--- src/rtl/dbg_exit_pkg.sv ---
package dbg_exit_pkg;

    localparam int unsigned DATA_W = 16;
    localparam int unsigned ADDR_W = 16;

    typedef struct packed {
        logic [DATA_W-1:0] word;
        logic              valid;
        logic              ex_pend;
        logic              ovr;
    } inj_state_t;

    typedef struct packed {
        logic              active;
        logic [ADDR_W-1:0] saved;
        logic              flow_chg;
        logic              cmd_rdy;
        logic              pab_pulse;
    } sess_state_t;

endpackage

--- src/rtl/dbg_inject_reg.sv ---
module dbg_inject_reg
    import dbg_exit_pkg::*;
(
    input  logic              clk,
    input  logic              rst_n,
    input  logic              active,
    input  logic              ld_valid,
    input  logic [DATA_W-1:0] ld_data,
    input  logic              ld_go,
    input  logic              ld_ex,
    input  logic              iss_ready,
    output logic              iss_valid,
    output logic [DATA_W-1:0] iss_data,
    output logic              overrun,
    output logic              ld_accept,
    output logic              fire,
    output logic              fire_ex
);

    inj_state_t st_d, st_q;

    always_comb begin
        st_d      = st_q;
        ld_accept = ld_valid && active && !st_q.valid;
        fire      = st_q.valid && iss_ready;
        fire_ex   = st_q.ex_pend;

        if (fire) begin
            st_d.valid   = 1'b0;
            st_d.ex_pend = 1'b0;
        end

        if (ld_valid && active && st_q.valid) begin
            st_d.ovr = 1'b1;
        end else if (ld_accept) begin
            st_d.word = ld_data;
            if (ld_go) begin
                st_d.valid   = 1'b1;
                st_d.ex_pend = ld_ex;
            end
        end

        if (!rst_n) begin
            st_d = '0;
        end
    end

    always_ff @(posedge clk) begin
        st_q <= st_d;
    end

    assign iss_valid = st_q.valid;
    assign iss_data  = st_q.word;
    assign overrun   = st_q.ovr;

    // a store-only load never produces an issue
    a_r3_store_no_issue: assert property (@(posedge clk) disable iff (!rst_n)
        (ld_accept && !ld_go) |=> !iss_valid);

    // pending issue is held with stable data until taken
    a_r9_hold_issue: assert property (@(posedge clk) disable iff (!rst_n)
        (iss_valid && !iss_ready) |=> (iss_valid && $stable(iss_data)));

    // the overrun flag is sticky
    a_r8_overrun_sticky: assert property (@(posedge clk) disable iff (!rst_n)
        overrun |=> overrun);

    // a colliding load leaves the register untouched
    a_r8_ignore_word: assert property (@(posedge clk) disable iff (!rst_n)
        (ld_valid && iss_valid && !iss_ready) |=> $stable(iss_data));

endmodule

--- src/rtl/dbg_session.sv ---
module dbg_session
    import dbg_exit_pkg::*;
(
    input  logic              clk,
    input  logic              rst_n,
    input  logic              dbg_req_decoded,
    input  logic              enter_debug,
    input  logic [ADDR_W-1:0] fetch_addr,
    input  logic              ld_accept,
    input  logic              fire,
    input  logic              fire_ex,
    output logic              active,
    output logic              cmd_ready,
    output logic              pab_restore,
    output logic [ADDR_W-1:0] pab_addr
);

    sess_state_t st_d, st_q;

    always_comb begin
        st_d           = st_q;
        st_d.pab_pulse = 1'b0;

        if (!st_q.active && enter_debug) begin
            st_d.active   = 1'b1;
            st_d.saved    = fetch_addr;
            st_d.flow_chg = 1'b0;
            st_d.cmd_rdy  = 1'b0;
        end

        if (st_q.active && ld_accept) begin
            st_d.cmd_rdy = 1'b0;
        end

        if (st_q.active && fire) begin
            if (fire_ex) begin
                st_d.active    = 1'b0;
                st_d.pab_pulse = !st_q.flow_chg;
            end else begin
                st_d.flow_chg = 1'b1;
                st_d.cmd_rdy  = 1'b1;
            end
        end

        if (!rst_n) begin
            st_d        = '0;
            st_d.active = dbg_req_decoded;
        end
    end

    always_ff @(posedge clk) begin
        st_q <= st_d;
    end

    assign active      = st_q.active;
    assign cmd_ready   = st_q.cmd_rdy;
    assign pab_restore = st_q.pab_pulse;
    assign pab_addr    = st_q.saved;

    // a non-exiting issue keeps the core halted
    a_r4_stay_halted: assert property (@(posedge clk) disable iff (!rst_n)
        (active && fire && !fire_ex) |=> (active && cmd_ready));

    // an exiting issue releases the core
    a_r5_release: assert property (@(posedge clk) disable iff (!rst_n)
        (active && fire && fire_ex) |=> !active);

    // reload pulse only together with leaving debug, and only one cycle long
    a_r6_pulse_on_exit: assert property (@(posedge clk) disable iff (!rst_n)
        pab_restore |-> (!active && $past(active)));
    a_r6_single_pulse: assert property (@(posedge clk) disable iff (!rst_n)
        pab_restore |=> !pab_restore);

    // saved address frozen while halted
    a_r2_addr_frozen: assert property (@(posedge clk) disable iff (!rst_n)
        (active && $past(active)) |-> $stable(pab_addr));

endmodule

--- src/rtl/dbg_exit_ctrl.sv ---
module dbg_exit_ctrl
    import dbg_exit_pkg::*;
#(
    parameter int unsigned DW = DATA_W,
    parameter int unsigned AW = ADDR_W
) (
    input  logic          clk,
    input  logic          rst_n,
    input  logic          dbg_req_decoded,
    input  logic          enter_debug,
    input  logic [AW-1:0] fetch_addr,
    input  logic          ld_valid,
    input  logic [DW-1:0] ld_data,
    input  logic          ld_go,
    input  logic          ld_ex,
    output logic          iss_valid,
    input  logic          iss_ready,
    output logic [DW-1:0] iss_data,
    output logic          debug_active,
    output logic          cmd_ready,
    output logic          overrun,
    output logic          pab_restore,
    output logic [AW-1:0] pab_addr
);

    logic ld_accept;
    logic fire;
    logic fire_ex;

    dbg_inject_reg u_inject (
        .clk       (clk),
        .rst_n     (rst_n),
        .active    (debug_active),
        .ld_valid  (ld_valid),
        .ld_data   (ld_data),
        .ld_go     (ld_go),
        .ld_ex     (ld_ex),
        .iss_ready (iss_ready),
        .iss_valid (iss_valid),
        .iss_data  (iss_data),
        .overrun   (overrun),
        .ld_accept (ld_accept),
        .fire      (fire),
        .fire_ex   (fire_ex)
    );

    dbg_session u_session (
        .clk             (clk),
        .rst_n           (rst_n),
        .dbg_req_decoded (dbg_req_decoded),
        .enter_debug     (enter_debug),
        .fetch_addr      (fetch_addr),
        .ld_accept       (ld_accept),
        .fire            (fire),
        .fire_ex         (fire_ex),
        .active          (debug_active),
        .cmd_ready       (cmd_ready),
        .pab_restore     (pab_restore),
        .pab_addr        (pab_addr)
    );

    // nothing is issued while the core runs
    a_r10_idle_no_issue: assert property (@(posedge clk) disable iff (!rst_n)
        !debug_active |=> !iss_valid);

endmodule

--- config.mk ---
export PLATFORM = sky130hd
export DESIGN_NAME = dbg_exit_ctrl
export DESIGN_NICKNAME = d
export VERILOG_FILES = /design/src/rtl/dbg_exit_pkg.sv /design/src/rtl/dbg_inject_reg.sv /design/src/rtl/dbg_session.sv /design/src/rtl/dbg_exit_ctrl.sv
export SDC_FILE = /design/constraint.sdc
export NUM_CORES = 1
export LEC_CHECK = 0
export ABC_AREA = 1
export ABC_CLOCK_PERIOD_IN_PS = 1000
export BUFFER_PORTS_ARGS = -buffer_cell sky130_fd_sc_hd__buf_2
export CAP_MARGIN = 20
export CORE_ASPECT_RATIO = 0.7
export CORE_UTILIZATION = 40
export DETAILED_ROUTE_END_ITERATION = 6
export PLACE_DENSITY_LB_ADDON = 0.15
export SLEW_MARGIN = 20
export SYNTH_ARGS = -nofsm -noshare
export SYNTH_HDL_FRONTEND = slang
export SYNTH_SLANG_ARGS = --single-unit
--- constraint.sdc ---
create_clock -name clk -period 1 [get_ports clk]
set_input_delay 0.2 -clock clk [delete_from_list [all_inputs] [get_ports clk]]
set_output_delay 0.2 -clock clk [all_outputs]
set_load 0.05 [all_outputs]
==> results.yml <==
run_status:
  status: "complete, but fails checks"
  violations: "negative setup slack"
timing:
  worst_pin_slew_ps: 270
  drv_slew: 0
  setup_violations: 33
  fmax_ghz: 0.874
  worst_slack_ps: -144
  finalCritPeriodShare_pct: 114
  fin_worst_skew_ps: 3.84
  finalCriticalPeriod_ps: 1140
  fin_hold_ws_ps: 141
  hold_viol: 0
  rsz0062_at_grt: "true"
  max_slew_margin_pct: 82.0
  fin_tns_setup_ps: -1870
die:
  fp.dieH_um: 53.8
  rows: 18
  initial_core_util_pct: 42.6
  design.core.area_um2: 3600
  io_pins: 77
  dieWidth_um: 76.0
  dieArea_um2: 4090
critical_path:
  reg2reg_to: "u_inject.iss_data[11]"
  start_kind: "flip-flop"
  worst_ep_arrival_time_ps: 1360
  path_class: "reg2reg"
  required_ps: 1220
  worst_setup_path_end_kind: "flip-flop"
  rrSetupSlack_ps: -140
  r2r_start: "u_session.active"
  reg2reg_depth: 7
  critical_path.max_fanout: 8
placement:
  io_buffers: 76
  gp_congestion: 0.810
  dpl.cell_count: 300
  dpl.hpwl_mm: 2.46
clock_tree:
  cts_tree: "built"
  clock-sinks: 39
  cts_buffer_depth: 2
  cts_hold_buf: 0
  insertion_delay_ps: 290
  h-tree-depth: 2
  cts-root-buf: "clkbuf_8"
  cts_buffers: 5
  clk_pin_slew_ps: 70
min_path:
  worstHoldStart: "fetch_addr[2]"
  hold_depth: 3
  min_to: "u_session.pab_addr[2]"
  min_path_type: "in2reg"
logic_synthesis:
  synth.distinct_cells: 19
  synth_top_area_cell: "dfxtp_1"
  synth_edf_count: 0
  yosysMostFrequentCell: "nor2_1"
  synth_seq_area_share_pct: 50.9
  ys.flop_type: "dfxtp_1"
  ys_ff_latch: 39
  yosys_warnings: 0
  mappedNetlistArea_um2: 1530
  synth_top_area_share_pct: 50.9
  synth_nets: 231
  synthArstFlopShare_pct: 0
  netlist_instances: 191
  synth_commonest_cells: "nor2_1, dfxtp_1, o21ai_1, buf_4, o21ai_0"
  synthTopCellsByArea: "dfxtp_1, nor2_1, buf_4, o21ai_1, o21ai_0"
  syn_area_per_cell_um2: 8.03
finish:
  multi_input_area_um2: 736
  ff_latch_area_um2: 850
  nNetsFinal: 320
  layoutNonFillerInstCount: 331
  drive_gt1_share_pct: 66.2
  n_antenna_cell: 0
  final_core_util_pct: 78.2
  nFillCells: 252
  syn2layout_area_growth_pct: 83.8
global_route:
  grt_max_degree: 21
  grt_usage_pct: 18.1
  antenna_found_initial: 0
  grt_pass1_vias: 1229
  grt_pass1_wl_mm: 5.53
  grt.overflow.total: 0
route:
  drtAntennaViolNets: 0
  m1WireLength_mm: 1.99
  vias: 1556
  wl_met2_mm: 2.19
  wl_per_cell_um: 13.9
  wl_mm: 4.59
  drt_pass1_iterations: 4
  drc_errors: 0
  drt_iter0_markers: 54
  top_layer: "met4"
  wl_met3_um: 347
  vias_per_cell: 4.70
run:
  maxCapViolCount: 0
power_and_ir_drop:
  vdd_drop_max_uv: 1050
  p_leak_nw: 1.24
  power_density_nw_per_um2: 1500
## where the power goes
group          total, mW  switching (mW)  leakage (nW)  internal [mW]
Combinational       1.42           0.788         0.865          0.632
Sequential          1.79           0.108         0.337           1.68
Clock               1.02           0.527        0.0422          0.489
## layout by cell type (no fill, tap or decap), types with 2 or more instances in the layout
cell type / n
dfxtp_4: 9
dfxtp_1: 2
nand2_1: 6
o21ai_1: 17
o21ai_2: 13
inv_1: 4
buf_4: 17
nor2_1: 50
clkbuf_1: 2
buf_8: 29
inv_8: 2
buf_2: 39
a21oi_1: 3
buf_12: 6
o21ai_0: 3
buf_6: 9
dfxtp_2: 28
nand2_4: 2
clkbuf_8: 5
nand3_1: 3
nor2_4: 8
nand2_8: 2
nand4_1: 2
nor2_2: 10
## worst max path at each step
stage	startpoint	slack, ps	to
4_1_cts	u_inject.iss_valid	-120	iss_valid
2_1_floorplan	u_session.active	-50	u_inject.iss_data[10]
5_1_grt	u_session.active	-190	u_inject.iss_data[11]
3_3_place_gp	u_session.active	9	u_session.pab_addr[4]
3_5_place_dp	u_inject.iss_valid	-5	u_inject.iss_data[1]
6_report	u_session.active	-140	u_inject.iss_data[11]
## state kept, by name, indices dropped and copies added (netlist names)
signal and flops:
u_inject.iss_valid 1, u_session.pab_addr 16, u_session.pab_restore 1, u_inject.fire_ex 1, u_session.st_q 1, u_inject.overrun 1, u_inject.iss_data 16, u_session.cmd_ready 1
u_session.active 1
## final cells by class
type	count	share of cell area, %
Clock buffer	7	2.71
Clock inverter	1	0.178
Inverter	7	1.64
Multi-Input combinational cell	124	26.1
Sequential cell	39	30.1
Tap cell	50	2.22
Timing Repair Buffer	102	36.6
Timing Repair inverter	1	0.399
## worst max-delay path: stages, from the launching register on
cell     delay, ps
dfxtp_4        380
buf_12         120
nand2_8         50
nor2_4         110
buf_6          120
buf_16         140
nor2_1          60
nor2_1         100
## cell families (layout without fill, tap and decap cells)
| family | after synthesis | count (layout) | share of synthesized area (%) |
|---|---|---|---|
| buffers and inverters | 30 | 118 | 13.2 |
| and+or+nand+nor | 84 | 86 | 23.3 |
| DFF | 39 | 39 | 50.9 |
| AOI/OAI and AO/OA | 38 | 38 | 12.6 |
## stage by stage
stage / power (mW) / area (um2) / setup slack (ps)
finish: 4.23 / 2820 / -144
global route: 4.39 / 2820 / -185
CTS: 3.92 / 2360 / -118
detailed placement: 2.67 / 1910 / -5.11
global placement: 2.67 / 1910 / 9.03
floorplan: 2.47 / 1540 / -45.7
## timing repair
item,CTS,global route
buffers inserted,3,15
setup endpoints to repair,55,66
endpoints found under the hold margin,0,0
resized for setup,117,95
pin swaps,1,18
gates cloned,1,4
## per-layer routing
metal | GRT usage (%) | vias to the layer above
met5 | 0 | -
met3 | 5.93 | 7
met4 | 9.62 | 0
li1 | - | 787
met1 | 23.8 | 708
met2 | 26.8 | 54
Note: power is estimated with default switching activity, not from simulation.
